$ cat src/rtl/bank_timing_pkg.sv
package bank_timing_pkg;

  typedef enum logic [2:0] {
    CMD_NOP = 3'd0,
    CMD_ACT = 3'd1,
    CMD_RD  = 3'd2,
    CMD_WR  = 3'd3,
    CMD_PRE = 3'd4,
    CMD_REF = 3'd5
  } cmd_e;

  typedef enum logic [1:0] {
    VERD_NONE,
    VERD_GRANT,
    VERD_STALL,
    VERD_ERR
  } verdict_e;

  // round a picosecond minimum up to whole clock cycles
  function automatic int ps_to_cycles(input int ps, input int tck_ps);
    return (ps + tck_ps - 1) / tck_ps;
  endfunction

  function automatic int max2(input int a, input int b);
    return (a > b) ? a : b;
  endfunction

endpackage

$ cat src/rtl/bank_interval_sel.sv
module bank_interval_sel #(
  parameter int CNT_W    = 5,
  parameter int F_RCD    = 5,
  parameter int F_RP     = 5,
  parameter int F_RC     = 23,
  parameter int S_RCD    = 6,
  parameter int S_RP     = 6,
  parameter int S_RC     = 24
) (
  input  logic             bin_sel,
  output logic [CNT_W-1:0] rcd_rl,
  output logic [CNT_W-1:0] rp_rl,
  output logic [CNT_W-1:0] rc_rl
);

  // reload values are count-1: the counter reaches zero in the first legal cycle
  localparam logic [CNT_W-1:0] F_RCD_RL = CNT_W'(F_RCD - 1);
  localparam logic [CNT_W-1:0] F_RP_RL  = CNT_W'(F_RP - 1);
  localparam logic [CNT_W-1:0] F_RC_RL  = CNT_W'(F_RC - 1);
  localparam logic [CNT_W-1:0] S_RCD_RL = CNT_W'(S_RCD - 1);
  localparam logic [CNT_W-1:0] S_RP_RL  = CNT_W'(S_RP - 1);
  localparam logic [CNT_W-1:0] S_RC_RL  = CNT_W'(S_RC - 1);

  always_comb begin
    if (bin_sel) begin
      rcd_rl = S_RCD_RL;
      rp_rl  = S_RP_RL;
      rc_rl  = S_RC_RL;
    end else begin
      rcd_rl = F_RCD_RL;
      rp_rl  = F_RP_RL;
      rc_rl  = F_RC_RL;
    end
  end

endmodule

$ cat src/rtl/bank_timer.sv
module bank_timer #(
  parameter int CNT_W = 5
) (
  input  logic             clk,
  input  logic             rst,
  input  logic             open_go,
  input  logic             close_go,
  input  logic [CNT_W-1:0] rcd_rl,
  input  logic [CNT_W-1:0] rp_rl,
  input  logic [CNT_W-1:0] rc_rl,
  output logic             row_open,
  output logic             col_ok,
  output logic             pre_ok,
  output logic             cyc_ok
);

  logic [CNT_W-1:0] rcd_left;
  logic [CNT_W-1:0] rp_left;
  logic [CNT_W-1:0] rc_left;

  always_ff @(posedge clk) begin
    if (rst) begin
      row_open <= 1'b0;
      rcd_left <= '0;
      rp_left  <= '0;
      rc_left  <= '0;
    end else begin
      if (open_go)       row_open <= 1'b1;
      else if (close_go) row_open <= 1'b0;

      if (open_go)               rcd_left <= rcd_rl;
      else if (rcd_left != '0)   rcd_left <= rcd_left - 1'b1;

      if (open_go)               rc_left <= rc_rl;
      else if (rc_left != '0)    rc_left <= rc_left - 1'b1;

      if (close_go)              rp_left <= rp_rl;
      else if (rp_left != '0)    rp_left <= rp_left - 1'b1;
    end
  end

  assign col_ok = (rcd_left == '0);
  assign pre_ok = (rp_left == '0);
  assign cyc_ok = (rc_left == '0);

endmodule

$ cat src/rtl/bank_cmd_judge.sv
module bank_cmd_judge
  import bank_timing_pkg::*;
#(
  parameter int NUM_BANKS = 8,
  parameter int BANK_W    = 3
) (
  input  logic                 req_valid,
  input  logic [2:0]           req_cmd,
  input  logic [BANK_W-1:0]    req_bank,
  input  logic [NUM_BANKS-1:0] open_vec,
  input  logic [NUM_BANKS-1:0] col_ok_vec,
  input  logic [NUM_BANKS-1:0] pre_ok_vec,
  input  logic [NUM_BANKS-1:0] cyc_ok_vec,
  output verdict_e             verdict,
  output logic [NUM_BANKS-1:0] open_go,
  output logic [NUM_BANKS-1:0] close_go
);

  logic bank_is_open;
  logic all_quiet;

  assign bank_is_open = open_vec[req_bank];
  assign all_quiet    = (open_vec == '0) && (&pre_ok_vec);

  always_comb begin
    verdict  = VERD_NONE;
    open_go  = '0;
    close_go = '0;
    if (req_valid) begin
      case (cmd_e'(req_cmd))
        CMD_ACT: begin
          if (bank_is_open) begin
            verdict = VERD_ERR;
          end else if (pre_ok_vec[req_bank] && cyc_ok_vec[req_bank]) begin
            verdict           = VERD_GRANT;
            open_go[req_bank] = 1'b1;
          end else begin
            verdict = VERD_STALL;
          end
        end
        CMD_RD, CMD_WR: begin
          if (!bank_is_open)             verdict = VERD_ERR;
          else if (col_ok_vec[req_bank]) verdict = VERD_GRANT;
          else                           verdict = VERD_STALL;
        end
        CMD_PRE: begin
          verdict            = VERD_GRANT;
          close_go[req_bank] = bank_is_open;
        end
        CMD_REF: begin
          verdict = all_quiet ? VERD_GRANT : VERD_STALL;
        end
        default: verdict = VERD_NONE;
      endcase
    end
  end

endmodule

$ cat src/rtl/bank_timing_guard.sv
module bank_timing_guard
  import bank_timing_pkg::*;
#(
  parameter int NUM_BANKS   = 8,
  parameter int TCK_PS      = 2500,
  parameter int FAST_RCD_PS = 12500,
  parameter int FAST_RP_PS  = 12500,
  parameter int FAST_RC_PS  = 57500,
  parameter int SLOW_RCD_PS = 15000,
  parameter int SLOW_RP_PS  = 15000,
  parameter int SLOW_RC_PS  = 60000
) (
  input  logic                 clk,
  input  logic                 rst,
  input  logic                 bin_sel,
  input  logic                 req_valid,
  input  logic [2:0]           req_cmd,
  input  logic [$clog2(NUM_BANKS)-1:0] req_bank,
  output logic                 rsp_grant,
  output logic                 rsp_stall,
  output logic                 rsp_err,
  output logic [NUM_BANKS-1:0] bank_open
);

  localparam int BANK_W = $clog2(NUM_BANKS);
  localparam int F_RCD  = ps_to_cycles(FAST_RCD_PS, TCK_PS);
  localparam int F_RP   = ps_to_cycles(FAST_RP_PS, TCK_PS);
  localparam int F_RC   = ps_to_cycles(FAST_RC_PS, TCK_PS);
  localparam int S_RCD  = ps_to_cycles(SLOW_RCD_PS, TCK_PS);
  localparam int S_RP   = ps_to_cycles(SLOW_RP_PS, TCK_PS);
  localparam int S_RC   = ps_to_cycles(SLOW_RC_PS, TCK_PS);
  localparam int MAX_C  = max2(max2(max2(F_RCD, F_RP), max2(F_RC, S_RCD)), max2(S_RP, S_RC));
  localparam int CNT_W  = $clog2(MAX_C + 1);

  logic [CNT_W-1:0]     rcd_rl, rp_rl, rc_rl;
  logic [NUM_BANKS-1:0] open_vec, col_ok_vec, pre_ok_vec, cyc_ok_vec;
  logic [NUM_BANKS-1:0] open_go, close_go;
  verdict_e             verdict;

  bank_interval_sel #(
    .CNT_W(CNT_W), .F_RCD(F_RCD), .F_RP(F_RP), .F_RC(F_RC),
    .S_RCD(S_RCD), .S_RP(S_RP), .S_RC(S_RC)
  ) u_sel (
    .bin_sel (bin_sel),
    .rcd_rl  (rcd_rl),
    .rp_rl   (rp_rl),
    .rc_rl   (rc_rl)
  );

  for (genvar b = 0; b < NUM_BANKS; b++) begin : g_bank
    bank_timer #(.CNT_W(CNT_W)) u_timer (
      .clk      (clk),
      .rst      (rst),
      .open_go  (open_go[b]),
      .close_go (close_go[b]),
      .rcd_rl   (rcd_rl),
      .rp_rl    (rp_rl),
      .rc_rl    (rc_rl),
      .row_open (open_vec[b]),
      .col_ok   (col_ok_vec[b]),
      .pre_ok   (pre_ok_vec[b]),
      .cyc_ok   (cyc_ok_vec[b])
    );
  end

  bank_cmd_judge #(.NUM_BANKS(NUM_BANKS), .BANK_W(BANK_W)) u_judge (
    .req_valid  (req_valid),
    .req_cmd    (req_cmd),
    .req_bank   (req_bank),
    .open_vec   (open_vec),
    .col_ok_vec (col_ok_vec),
    .pre_ok_vec (pre_ok_vec),
    .cyc_ok_vec (cyc_ok_vec),
    .verdict    (verdict),
    .open_go    (open_go),
    .close_go   (close_go)
  );

  always_ff @(posedge clk) begin
    if (rst) begin
      rsp_grant <= 1'b0;
      rsp_stall <= 1'b0;
      rsp_err   <= 1'b0;
    end else begin
      rsp_grant <= (verdict == VERD_GRANT);
      rsp_stall <= (verdict == VERD_STALL);
      rsp_err   <= (verdict == VERD_ERR);
    end
  end

  assign bank_open = open_vec;

endmodule

$ cat config.mk
export PLATFORM = sky130hd
export DESIGN_NAME = bank_timing_guard
export DESIGN_NICKNAME = d
export VERILOG_FILES = /design/src/rtl/bank_timing_pkg.sv /design/src/rtl/bank_interval_sel.sv /design/src/rtl/bank_timer.sv /design/src/rtl/bank_cmd_judge.sv /design/src/rtl/bank_timing_guard.sv
export SDC_FILE = /design/constraint.sdc
export NUM_CORES = 1
export LEC_CHECK = 0
export BUFFER_PORTS_ARGS = -buffer_cell sky130_fd_sc_hd__buf_2
export CORE_MARGIN = 3
export CORE_UTILIZATION = 50
export DETAILED_ROUTE_END_ITERATION = 7
export PLACE_DENSITY = 0.69
export SYNTH_ARGS = -nofsm -noshare
export SYNTH_HDL_FRONTEND = slang
export SYNTH_SLANG_ARGS = --single-unit
$ cat constraint.sdc
create_clock -name clk -period 2.6 [get_ports clk]
set_input_delay 0.26 -clock clk [delete_from_list [all_inputs] [get_ports clk]]
set_output_delay 0.26 -clock clk [all_outputs]
set_load 0.01 [all_outputs]
# After elaboration in Yosys (flattened, before gate mapping)
# Cells that the tools add are included.
# W data, S select, Z words.
dict set report classes {
  add_sub_neg 24
  order_cmp 2
  eq_ne 8
  mux 89
  bitwise 1
  n_reduce_logical 86
}
# operator count
set op_table {}
lappend op_table {{$mux W5} 48}
lappend op_table {{$logic_not A5 Y1} 24}
lappend op_table {{$reduce_bool A5 Y1} 24}
lappend op_table {{$sub A5 B1 Y5 const B} 24}
lappend op_table {{$reduce_bool A2 Y1} 32}
lappend op_table {{$mux W8} 6}
lappend op_table {{$mux W1} 23}
lappend op_table {{$bmux W1 S3} 4}
lappend op_table {{$mux W2} 6}
lappend op_table {{$and A8 B8 Y8} 1}
lappend op_table {{$logic_not A8 Y1} 1}
lappend op_table {{$pmux W2 S4} 1}
lappend op_table {{$reduce_and A8 Y1} 1}
lappend op_table {{$eq A3 B2 Y1 const B} 2}
lappend op_table {{$eq A3 B3 Y1 const B} 2}
lappend op_table {{$eq A2 B2 Y1 const B} 2}
lappend op_table {{$lt A3 B4 Y1 const B} 1}
lappend op_table {{$demux W1 S3} 1}
lappend op_table {{$eq A3 B1 Y1 const B} 1}
lappend op_table {{$ge A3 B1 Y1 const B} 1}
lappend op_table {{$logic_and A1 B1 Y1} 3}
lappend op_table {{$eq A2 B1 Y1 const B} 1}
lappend op_table {{$reduce_or A2 Y1} 1}
dict set report totals {
  reg_bits 131
  output_inout_bits 11
}

# Longest topological paths before layout
# Gate-level depths: netlist (run 1).
dict set report logic_depth {
  depth_word 9
  depth_mapped 10
}

# Modules after synthesis
# From an unflattened synthesis (run 1), not the netlist that was laid out.
dict set report hier_totals {
  cells_unflattened 921
  hier_area_um2 7713.6
}
# module n_inst cells_each area_each_um2 seq_area_each_um2
set modules_own_cells {}
lappend modules_own_cells {bank_timer 8 103 875.8 320.3}
lappend modules_own_cells {bank_cmd_judge 1 74 501.7 0.0}
lappend modules_own_cells {bank_interval_sel 1 17 120.1 0.0}
lappend modules_own_cells {bank_timing_guard 1 6 85.1 60.1}

# Worst setup path after synthesis (run 1)
# Ideal clock, no wire load.
dict set report synth_timing {
  kind {register to register}
  startpoint {register g_bank[7].u_timer.rc_left[0]}
  endpoint {register g_bank[6].u_timer.rc_left[3]}
  arrival_ns 2.446
  required_time_ns 2.457
  path_slack_ns 0.012
  path_stages_with_launch 10
  n_path_buf 1
  synth_period_minus_slack_ns 2.588
  cell_sequence {dfxtp_1 > inv_1 > ha_1 > or4b_1 > clkbuf_2 > mux4_2 > a221oi_4 > nand4_1 > nand2_1 > nor3_1}
}
dict set report synth_via {
  elab_chain_len 9
  elab_cells_between_ends 10
  classes_between {mux (7); reduce/logical (3)}
}
# item line
set synth_lines {}
lappend synth_lines {{from (decl)} bank_timer.sv:19} ;# logic [CNT_W-1:0] rc_left;
lappend synth_lines {{from (signal assigned)} bank_timer.sv:34} ;# if (open_go) rc_left <= rc_rl;
lappend synth_lines {{from (signal assigned)} bank_timer.sv:35} ;# else if (rc_left != '0) rc_left <= rc_left - 1'b1;
lappend synth_lines {{$logic_not A5 Y1 (*)} bank_timer.sv:44} ;# assign cyc_ok = (rc_left == '0);
lappend synth_lines {{$bmux W1 S3 (*)} bank_cmd_judge.sv:34} ;# end else if (pre_ok_vec[req_bank] && cyc_ok_vec[req_bank]) begin
lappend synth_lines {{$mux W1 (not written as such) (*)} bank_cmd_judge.sv:34}
lappend synth_lines {{$logic_and A1 B1 Y1 (*)} bank_cmd_judge.sv:34}
lappend synth_lines {{$mux W8 (*)} bank_cmd_judge.sv:34}
lappend synth_lines {{$mux W8 (*)} bank_cmd_judge.sv:32} ;# if (bank_is_open) begin
lappend synth_lines {{$mux W8 (*)} bank_cmd_judge.sv:30} ;# case (cmd_e'(req_cmd))
lappend synth_lines {{$mux W8 (*)} bank_cmd_judge.sv:29} ;# if (req_valid) begin
lappend synth_lines {{$mux W5 / $reduce_bool A2 Y1 (equally long branches)} n/a}
lappend synth_lines {{to (signal assigned)} bank_timer.sv:34}
lappend synth_lines {{to (signal assigned)} bank_timer.sv:35}
lappend synth_lines {{to (decl)} bank_timer.sv:19}
# Mark *: on every way between the ends. The rest lies on a longest branch, timed or not. The select of a mux whose other input is x is not followed.
# A chain may end at the register's enable or synchronous reset.

# Worst setup path after layout (run 1)
dict set report layout_timing {
  startpoint {register g_bank[3].u_timer.rc_left[1]}
  endpoint {register g_bank[6].u_timer.rc_left[2]}
}
dict set report layout_via {
  elab_chain_len 9
  elab_cells_between_ends 10
  classes_between {mux (7); reduce/logical (3)}
}
# item line
set layout_lines {}
lappend layout_lines {{from (decl)} bank_timer.sv:19}
lappend layout_lines {{from (signal assigned)} bank_timer.sv:34}
lappend layout_lines {{from (signal assigned)} bank_timer.sv:35}
lappend layout_lines {{$logic_not A5 Y1 (*)} bank_timer.sv:44}
lappend layout_lines {{$bmux W1 S3 (*)} bank_cmd_judge.sv:34}
lappend layout_lines {{$mux W1 (not written as such) (*)} bank_cmd_judge.sv:34}
lappend layout_lines {{$logic_and A1 B1 Y1 (*)} bank_cmd_judge.sv:34}
lappend layout_lines {{$mux W8 (*)} bank_cmd_judge.sv:34}
lappend layout_lines {{$mux W8 (*)} bank_cmd_judge.sv:32}
lappend layout_lines {{$mux W8 (*)} bank_cmd_judge.sv:30}
lappend layout_lines {{$mux W8 (*)} bank_cmd_judge.sv:29}
lappend layout_lines {{$mux W5 / $reduce_bool A2 Y1 (equally long branches)} n/a}
# Marked as above.

==> flow_summary.json, run 1 <==
{
  "numPortBuffers": 20,
  "fin_area_um2": 8720,
  "io_pins": 21,
  "p_total_uw": 12100,
  "dr.pass1.iters": 4,
  "die_h_um": 126,
  "route.detailed.drc": 0,
  "synth_cells": 871,
  "netlist_area_um2": 7210,
  "vias_per_cell": 5.56,
  "hpwl_um": 11600,
  "yosysTopAreaCell": "dfxtp_1",
  "worstPathArrival_ps": 2950,
  "placed_cells_incl_taps": 1087,
  "synth.top_cell.area_share_pct": 36.4,
  "fin_crit_ps": 2600,
  "synth_enable_flop_cells": 0,
  "critPathLaunchType": "flop",
  "cts_sinks": 131,
  "drive_gt1_share_pct": 20.6,
  "synthFlopType": "dfxtp_1",
  "cts_tree": "built",
  "min_period_over_period_pct": 99.9,
  "max_freq_mhz": 385,
  "cellLeakagePower_uw": 0.00353,
  "grt_setup_unrepaired": "yes",
  "finalWirelength_um": 17000,
  "grt-ovfl-total": 0,
  "fin_nets": 996,
  "start_util_pct": 51.6,
  "use_met2_pct": 33.6,
  "crit_fanout": 7,
  "grt_pass1_vias": 5929,
  "clock_latency_ps": 430,
  "grt_busiest_layer": "met2",
  "synth_seq_cells": 131,
  "placed_area_um2": 7780,
  "antenna_found_initial": 0,
  "use_met3_pct": 5.68,
  "rrSetupSlack_ps": 3,
  "finClkSkew_ps": 14.0,
  "cts_inserted_buffers": 17,
  "area_growth_pct": 20.9,
  "grt_start_max_net_pins": 95,
  "synthArstFlopShare_pct": 0,
  "antenna_cells": 0,
  "synth_cell_type_count": 57,
  "path_clk_slew_ps": 60,
  "vias": 6290,
  "whs_ps": 209,
  "grt_pass1_wl_um": 28100,
  "netlist_top_cells_area": "dfxtp_1, ha_1, a21oi_1",
  "cts_buffer_depth": 2,
  "yosysSeqAreaShare_pct": 36.4,
  "max_slew_margin_pct": 31.3,
  "syn_area_per_cell_um2": 8.28,
  "grt_usage_pct": 21.5,
  "worstHoldPathType": "in2reg",
  "cts_max_level": 4,
  "cts_hold_buf": 0,
  "drt-wirelength-per-cell_um": 15.1,
  "fill_cells": 1219,
  "die-area_um2": 15900,
  "die_x_um": 126,
  "slew_viol_final": 0,
  "path_class": "reg2reg",
  "rows": 43,
  "synth_fp_nets": 929,
  "finalSetupViolCount": 0,
  "pwr_density_cell_nw_per_um2": 1390,
  "met1_usage_pct": 28.6,
  "fin_tns_setup_ps": 0,
  "finalNonFillerCells": 1131,
  "finalHoldViolCount": 0,
  "max-vdd-ir-drop_uv": 751,
  "ant_nets": 0,
  "outcome": "completed",
  "crit_path_end_kind": "flop",
  "synth_warnings": 0,
  "core_um2": 14000,
  "required_ps": 2950,
  "worst_pin_slew_ps": 1030,
  "cap_violations": 0,
  "first_iter_violations": 302,
  "routabilityCongestion": 0.888,
  "cts-root-buf": "clkbuf_16"
}
-- power breakdown --
part           switching, uW  internal (uW)  total (uW)
clock                    875           1520        2390
combinational           3090           3060        6160
sequential               701           2840        3540
total                   4670           7420       12100
-- per-layer routing --
layer / routed length, um / share of wire (%)
met3: 783 / 4.6
met2: 7750 / 46
met5: 0 / 0
met4: 367 / 2.2
met1: 8130 / 48
-- what timing repair did --
| action | in CTS | in global routing |
|---|---|---|
| pin swaps | 5 | 17 |
| buffers inserted | 6 | 4 |
| gates resized for setup | 9 | 60 |
| setup endpoints to repair | 83 | 91 |
| cloned | 2 | 0 |
-- layout by cell type, fill, tap and decap left out, drive strengths merged, types with 8 or more instances in the layout --
cell    instances
nor4           10
o21ai          24
nand2          76
dfxtp         131
a21oi         112
nand3b         10
or4b            8
ha             48
and2           10
nand4          21
nor4b          17
nor2           72
xnor2          36
clkbuf         21
buf            90
or3            32
a211oi          9
nor3           60
mux2i           9
nand2b         12
xor2           16
inv            53
-- critical path, stage by stage (launching register included) --
cell	delay, ps
dfxtp_1	320
inv_2	80
ha_4	130
or4b_4	450
mux4_2	550
a221oi_4	290
buf_6	170
nand4_1	200
buf_6	210
a21oi_1	110
-- kinds of logic after synthesis --
logic type / after synthesis / share of synthesized area [%]
AND/OR/NAND/NOR: 359 / 27.5
AO/OA/AOI/OAI: 167 / 13.2
flip-flops: 131 / 36.4
buffers and inverters: 97 / 5.62
XOR/XNOR: 52 / 6.31
adder cells (fa/ha/maj): 48 / 8.32
multiplexers: 17 / 2.65
-- sequential cells by signal, indices dropped and copies added (netlist names) --
| signal | flops |
|---|---|
| g_bank.u_timer.row_open | 8 |
| g_bank.u_timer.rc_left | 40 |
| g_bank.u_timer.rcd_left | 40 |
| rsp_grant | 1 |
| rsp_err | 1 |
| g_bank.u_timer.rp_left | 40 |
| rsp_stall | 1 |
-- stage by stage --
step	utilization (%)	worst slack, ps
5_1_grt	62.3	-91.3
3_3_place_gp	55.6	-134
4_1_cts	60.6	0.599
6_report	62.3	3.15
3_5_place_dp	55.6	-221
2_1_floorplan	-	11.6
-- synthesized netlist by cell type (all sizes together) (8+ instances only) --
cell type / count
a211oi: 9
a21oi: 112
and2: 10
buf: 12
clkbuf: 32
dfxtp: 131
ha: 48
inv: 53
mux2i: 9
nand2: 76
nand2b: 12
nand3b: 10
nand4: 19
nor2: 72
nor3: 60
nor4: 10
nor4b: 17
o21ai: 24
or3: 32
or4b: 8
xnor2: 36
xor2: 16
-- worst paths after layout --
check	end	startpoint	depth (start not counted)
max	g_bank[6].u_timer.rc_left[2]	g_bank[3].u_timer.rc_left[1]	9
min	g_bank[0].u_timer.rp_left[0]	bin_sel	3
max reg2reg	g_bank[6].u_timer.rc_left[2]	g_bank[3].u_timer.rc_left[1]	9
min reg2reg	g_bank[4].u_timer.rcd_left[4]	g_bank[4].u_timer.rcd_left[4]	2
-- cell type report --
type                    instances  area, um^2  area share (%)
multi-input cells             645        4430            50.8
flip-flops and latches        131        2630            30.2
repair buffers                 90         652            7.47
clock buffers                  21         450            5.16
well taps                     180         225            2.58
inverters                      53         199            2.28
clock inverters                11         135            1.55
Note: power is estimated with default switching activity, not from simulation.
==> inputs of run 2 (changes only) <==
--- a/config.mk
+++ b/config.mk
@@ -5,6 +5,7 @@
 export SDC_FILE = /design/constraint.sdc
 export NUM_CORES = 1
 export LEC_CHECK = 0
+export ABC_AREA = 1
 export BUFFER_PORTS_ARGS = -buffer_cell sky130_fd_sc_hd__buf_2
 export CORE_MARGIN = 3
 export CORE_UTILIZATION = 50
==> run 2 against run 1 <==
Effect of this change: setup slack better by 330 ps; via count down 0.97%; sequential cell count unchanged; clock skew down 9.7 ps; clock-buffer cell count up 1; combinational power down 20%; sequential power down 5%; core utilization down 4.1 points; critical path depth up 6; sequential share of layout area up 1.6 points; critical endpoint is now g_bank[5].u_timer.rcd_left[0]; highest routed layer unchanged.
==> flow_summary.json, run 2 <==
{
  "grt_setup_unrepaired": "no",
  "mostFrequentLayoutCells": "nand2_1, inv_1, dfxtp_1, nor2_1, a21oi_1",
  "synth.top_cell.area_share_pct": 35.6,
  "cap_violations": 0,
  "ant_nets": 0,
  "cts_max_level": 4,
  "min_period_over_period_pct": 87.0,
  "clock_latency_ps": 420,
  "final_util_pct": 58.3,
  "hpwl_um": 10800,
  "fin_area_um2": 8250,
  "max_freq_mhz": 442,
  "fin_nets": 1107,
  "core_um2": 14100,
  "worstHoldPathType": "in2reg",
  "top_regs": "g_bank.u_timer.rc_left (40), g_bank.u_timer.rcd_left (40), g_bank.u_timer.rp_left (40)",
  "grt_usage_pct": 20.0,
  "numPortBuffers": 20,
  "cts-root-buf": "clkbuf_16",
  "cts_resized": 0,
  "syn_area_per_cell_um2": 7.19,
  "routabilityCongestion": 0.826,
  "slew_viol_final": 0,
  "die_h_um": 127,
  "worstPathArrival_ps": 2620,
  "required_ps": 2960,
  "placed_area_um2": 7600,
  "netlist_area_um2": 7360,
  "synth_cell_type_count": 37,
  "path_clk_slew_ps": 50,
  "post_cts_buffers": 0,
  "synth_cells": 1024,
  "grt_pass1_vias": 5737,
  "crit_path_end_kind": "flop",
  "outcome": "completed",
  "cts_inserted_buffers": 17,
  "grt_start_max_net_pins": 69,
  "rows": 43,
  "p_total_uw": 10700,
  "die_x_um": 127,
  "yosysSeqAreaShare_pct": 35.6,
  "finalHoldViolCount": 0,
  "cts_sinks": 131,
  "area_growth_pct": 12.0,
  "synth_enable_flop_cells": 0,
  "synth_seq_cells": 131,
  "drive_gt1_share_pct": 9.71,
  "vias": 6229,
  "max_slew_margin_pct": 48.0,
  "finalWirelength_um": 15600,
  "start_util_pct": 52.0,
  "setup_ws_ps": 337,
  "crit_fanout": 8,
  "synthArstFlopShare_pct": 0,
  "synthTopCellsByCount": "nand2_1, inv_1, dfxtp_1",
  "cts_hold_buf": 0,
  "final_common_cell": "nand2_1",
  "cts_tree": "built",
  "critPathLaunchType": "flop",
  "finalSetupViolCount": 0,
  "die-area_um2": 16200,
  "antenna_found_initial": 0,
  "worst_pin_slew_ps": 780,
  "grt_pass1_wl_um": 26500,
  "drt-wirelength-per-cell_um": 12.6,
  "antenna_cells": 0,
  "path_class": "reg2reg",
  "fin_crit_ps": 2260,
  "grt-ovfl-total": 0,
  "synth_warnings": 0,
  "cellLeakagePower_uw": 0.00409,
  "io_pins": 21,
  "finClkSkew_ps": 4.34,
  "synthFlopType": "dfxtp_1",
  "yosysTopAreaCell": "dfxtp_1",
  "netlist_top_cells_area": "dfxtp_1, nand2_1, ha_1",
  "yosysMostFrequentCell": "nand2_1",
  "vias_per_cell": 5.02,
  "cts_buffer_depth": 2,
  "route.detailed.drc": 0,
  "pwr_density_cell_nw_per_um2": 1300,
  "synth_fp_nets": 1082,
  "fin_tns_setup_ps": 0,
  "dr.pass1.iters": 5,
  "dpl_worst_slack_ps": 292,
  "first_iter_violations": 292,
  "max-vdd-ir-drop_uv": 500
}
[run 2: changes by cell type after synthesis, moves of 10 or more]
cell and change:
nand2_1 +125, inv_1 +95, nand3_1 +59, nor2_1 +46
a21oi_1 -44, nor3_1 -38, xor2_1 +38, or3_1 -31
xnor2_1 -28, clkbuf_1 -21, o21ai_0 +19, nand2b_1 -12
inv_2 +10
[run 2: worst paths after layout]
| kind | from | to | slack (ps) | cells past startpoint |
|---|---|---|---|---|
| setup / recovery | g_bank[4].u_timer.rc_left[0] | g_bank[5].u_timer.rcd_left[0] | 340 | 15 |
| hold / removal | bin_sel | g_bank[7].u_timer.rc_left[0] | 320 | 3 |
| setup reg to reg | g_bank[4].u_timer.rc_left[0] | g_bank[5].u_timer.rcd_left[0] | 340 | 15 |
| hold reg to reg | g_bank[6].u_timer.rp_left[4] | g_bank[6].u_timer.rp_left[4] | 480 | 2 |
[run 2: cell type report]
| cell class | count | area [um^2] |
|---|---|---|
| fill | 1323 | 5900 |
| timing repair buffer | 33 | 210 |
| clock inverter | 9 | 128 |
| multi-input combinational | 708 | 3980 |
| tap | 180 | 225 |
| inverter | 158 | 593 |
| sequential | 131 | 2620 |
| clock buffer | 22 | 484 |
[run 2: metal layers]
layer	up-vias	wire, um	track usage (%)
met3	18	547	3.80
li1	3320	-	-
met5	-	0	0
met2	106	6980	32.8
met4	0	235	6.88
met1	2785	7830	26.5
[run 2: report_power, final]
group | switching (uW) | total (uW) | leakage (uW) | internal (uW)
clock network | 873 | 2470 | 0.000294 | 1600
logic | 2880 | 4920 | 0.00271 | 2050
registers | 544 | 3350 | 0.00108 | 2810
total | 4290 | 10700 | 0.00409 | 6450
[run 2: stage by stage]
step	hold WS, ps	cells
after floorplan	445	1024
after global placement	470	1206
after detailed placement	473	1206
after CTS	311	1237
after global routing	361	1241
final	322	1241
[run 2: worst max-delay path, stage by stage (launching register included)]
cell and delay (ps):
dfxtp_1 320, inv_1 110, ha_1 150, inv_1 50, nor2_1 90, nand2_1 170, nand2_1 150, nand2_1 70
inv_1 50, nand2_1 40, nor2_1 130, nand3_1 180, nor2_4 270, buf_4 190, nand4_1 140, nand2_1 110
[run 2: kinds of logic after synthesis]
| logic type | after synthesis | share of synthesized area [%] |
|---|---|---|
| compound gates | 141 | 10.5 |
| xor+xnor | 62 | 7.38 |
| fa+ha+maj | 48 | 8.16 |
| buf+inv | 185 | 10.3 |
| flops | 131 | 35.6 |
| simple gates | 457 | 28.1 |
==> inputs of run 3 (changes only) <==
--- a/config.mk
+++ b/config.mk
@@ -6,11 +6,12 @@
 export NUM_CORES = 1
 export LEC_CHECK = 0
 export ABC_AREA = 1
-export BUFFER_PORTS_ARGS = -buffer_cell sky130_fd_sc_hd__buf_2
 export CORE_MARGIN = 3
 export CORE_UTILIZATION = 50
+export CTS_BUF_LIST = sky130_fd_sc_hd__clkbuf_16
 export DETAILED_ROUTE_END_ITERATION = 7
-export PLACE_DENSITY = 0.69
+export DONT_BUFFER_PORTS = 1
+export PLACE_DENSITY = 0.68
 export SYNTH_ARGS = -nofsm -noshare
 export SYNTH_HDL_FRONTEND = slang
 export SYNTH_SLANG_ARGS = --single-unit
==> run 3 against run 2 <==
Effect of this change: core utilization is 0.17 points higher; routed wire length increased by 3.9%; setup slack worse by 31 ps; die area unchanged; critical path type unchanged; register-to-register slack lost 30 ps; largest power group unchanged; total power increased by 2.2%.
==> flow_summary.json, run 3 (synthesis results as in run 2) <==
{
  "outcome": "completed",
  "finalWirelength_um": 16200,
  "hp-start": "bin_sel",
  "min_period_over_period_pct": 88.2,
  "cts_buffer_depth": 2,
  "first_iter_violations": 360,
  "numPortBuffers": 0,
  "worstHoldPathType": "in2reg",
  "cts-root-buf": "clkbuf_16",
  "path_delay_family": "simple AND/OR/NAND/NOR gates",
  "grt_usage_pct": 21.0,
  "fin_nets": 1091,
  "routabilityCongestion": 0.857,
  "finalHoldViolCount": 0,
  "start_util_pct": 52.0,
  "hpwl_um": 11000,
  "cp_num_buf_inv": 4,
  "cellLeakagePower_uw": 0.00404,
  "die_h_um": 127,
  "swShare_pct": 39.4,
  "mostFrequentLayoutCells": "nand2_1, inv_1, dfxtp_1, nor2_1, a21oi_1",
  "cts_tree": "built",
  "p_clk_share_pct": 24.5,
  "cap_violations": 0,
  "fill_cells": 1349,
  "grt_pass1_vias": 5826,
  "drive_gt1_share_pct": 8.13,
  "crit_path_end_kind": "flop",
  "area_growth_pct": 12.4,
  "slowest_delay_ps": 310,
  "antenna_found_initial": 1,
  "holdPathEnd": "g_bank[2].u_timer.rc_left[0]",
  "final_common_cell": "nand2_1",
  "path_cells": "inv_1 -> ha_1 -> inv_1 -> nor2_1 -> nand2_1 -> nand2_1 -> nand2_1 -> inv_1 -> nand2_1 -> nor2_1 -> nand3_1 -> nor2_4 -> buf_4 -> nand4_1 -> nand2_1",
  "finClkSkew_ps": 5.33,
  "fin_crit_ps": 2290,
  "cts_max_level": 4,
  "grt_pass1_wl_um": 27400,
  "power.switching_uw": 4330,
  "p_int_uw": 6650,
  "pwr-share-comb_pct": 45.1,
  "grt-ovfl-total": 0,
  "path_class": "reg2reg",
  "cts_inserted_buffers": 17,
  "crit_fanout": 10,
  "worstPathArrival_ps": 2660,
  "pwr_density_cell_nw_per_um2": 1330,
  "die-area_um2": 16200,
  "grt_setup_unrepaired": "no",
  "vias_per_cell": 5.07,
  "reg2reg_depth": 15,
  "critPathSlowestCell": "nor2_4",
  "fin_tns_setup_ps": 0,
  "finalSetupViolCount": 0,
  "drt-wirelength-per-cell_um": 13.2,
  "cts_sinks": 131,
  "seqCellArea_um2": 2620,
  "critPathLaunchType": "flop",
  "core_um2": 14100,
  "setup_ws_ps": 306,
  "multi_input_area_um2": 3980,
  "max_slew_margin_pct": 67.1,
  "route.detailed.drc": 0,
  "p_seq_share_pct": 30.5,
  "io_pins": 21,
  "cp_common_cell": "nand2_1",
  "whs_ps": 30.9,
  "die_x_um": 127,
  "slew_viol_final": 0,
  "top_regs": "g_bank.u_timer.rc_left (40), g_bank.u_timer.rcd_left (40), g_bank.u_timer.rp_left (40)",
  "dr.pass1.iters": 6,
  "crit-reg2reg-capture": "g_bank[3].u_timer.rc_left[0]",
  "required_ps": 2970,
  "whs_path_depth": 2,
  "ant_nets": 0,
  "worstReg2RegStart": "g_bank[7].u_timer.rc_left[0]",
  "max-vdd-ir-drop_uv": 568,
  "rows": 43,
  "path_clk_slew_ps": 60,
  "grt_start_max_net_pins": 57,
  "vias": 6221,
  "dpl_worst_slack_ps": 328,
  "final_util_pct": 58.4,
  "worst_pin_slew_ps": 489,
  "rrSetupSlack_ps": 310,
  "max_freq_mhz": 436,
  "clock_latency_ps": 430
}
## run 3: stage by stage
step,instance area (um^2),power [uW],std cells
floorplan,7360,7370,1024
global placement,7490,8170,1184
detailed placement,7490,8260,1184
CTS,8210,11100,1220
global route,8270,12100,1227
finish,8270,11000,1227
## run 3: cell type report
| class | instances | area share (%) |
|---|---|---|
| Antenna cell | 1 | 0.0303 |
| Clock inverter | 15 | 2.87 |
| Inverter | 158 | 7.17 |
| Sequential cell | 131 | 31.7 |
| Clock buffer | 17 | 5.14 |
| Multi-Input combinational cell | 708 | 48.2 |
| Tap cell | 180 | 2.72 |
| Timing Repair Buffer | 17 | 2.18 |
## run 3: how the worst max path moves through the flow
stage / start / endpoint / slack (ps) / cells past startpoint
3_5_place_dp: g_bank[7].u_timer.rc_left[0] / g_bank[2].u_timer.rcd_left[2] / 330 / 14
5_1_grt: g_bank[4].u_timer.rp_left[0] / g_bank[6].u_timer.rc_left[2] / 30 / 14
6_report: g_bank[7].u_timer.rc_left[0] / g_bank[3].u_timer.rc_left[0] / 310 / 15
4_1_cts: g_bank[7].u_timer.rc_left[0] / g_bank[6].u_timer.rc_left[4] / 310 / 14
2_1_floorplan: g_bank[7].u_timer.rc_left[0] / g_bank[1].u_timer.rc_left[0] / 790 / 14
3_3_place_gp: g_bank[5].u_timer.rp_left[0] / g_bank[6].u_timer.row_open / 410 / 14
## run 3: what timing repair did
action	4_1_cts	5_1_grt
hold buffers	4	0
gates resized for setup	0	0
buffers inserted	0	6
hold endpoints to repair	56	0
endpoints found under the setup margin	0	6
## run 3: layer usage
| layer | GRT usage [%] | vias up | share of wire [%] |
|---|---|---|---|
| met5 | 0 | - | 0 |
| met4 | 7.51 | 0 | 2.3 |
| li1 | - | 3288 | - |
| met1 | 27.6 | 2804 | 48 |
| met2 | 33.1 | 101 | 44 |
| met3 | 5.89 | 28 | 5.1 |
## run 3: power by group through the flow
stage	Sequential (uW)	Clock [uW]	Combinational (uW)
6_report	3350	2690	4950
5_1_grt	3450	2830	5850
4_1_cts	3350	2740	4970
3_5_place_dp	3370	0	4890
3_3_place_gp	3370	0	4800
2_1_floorplan	3260	0	4110
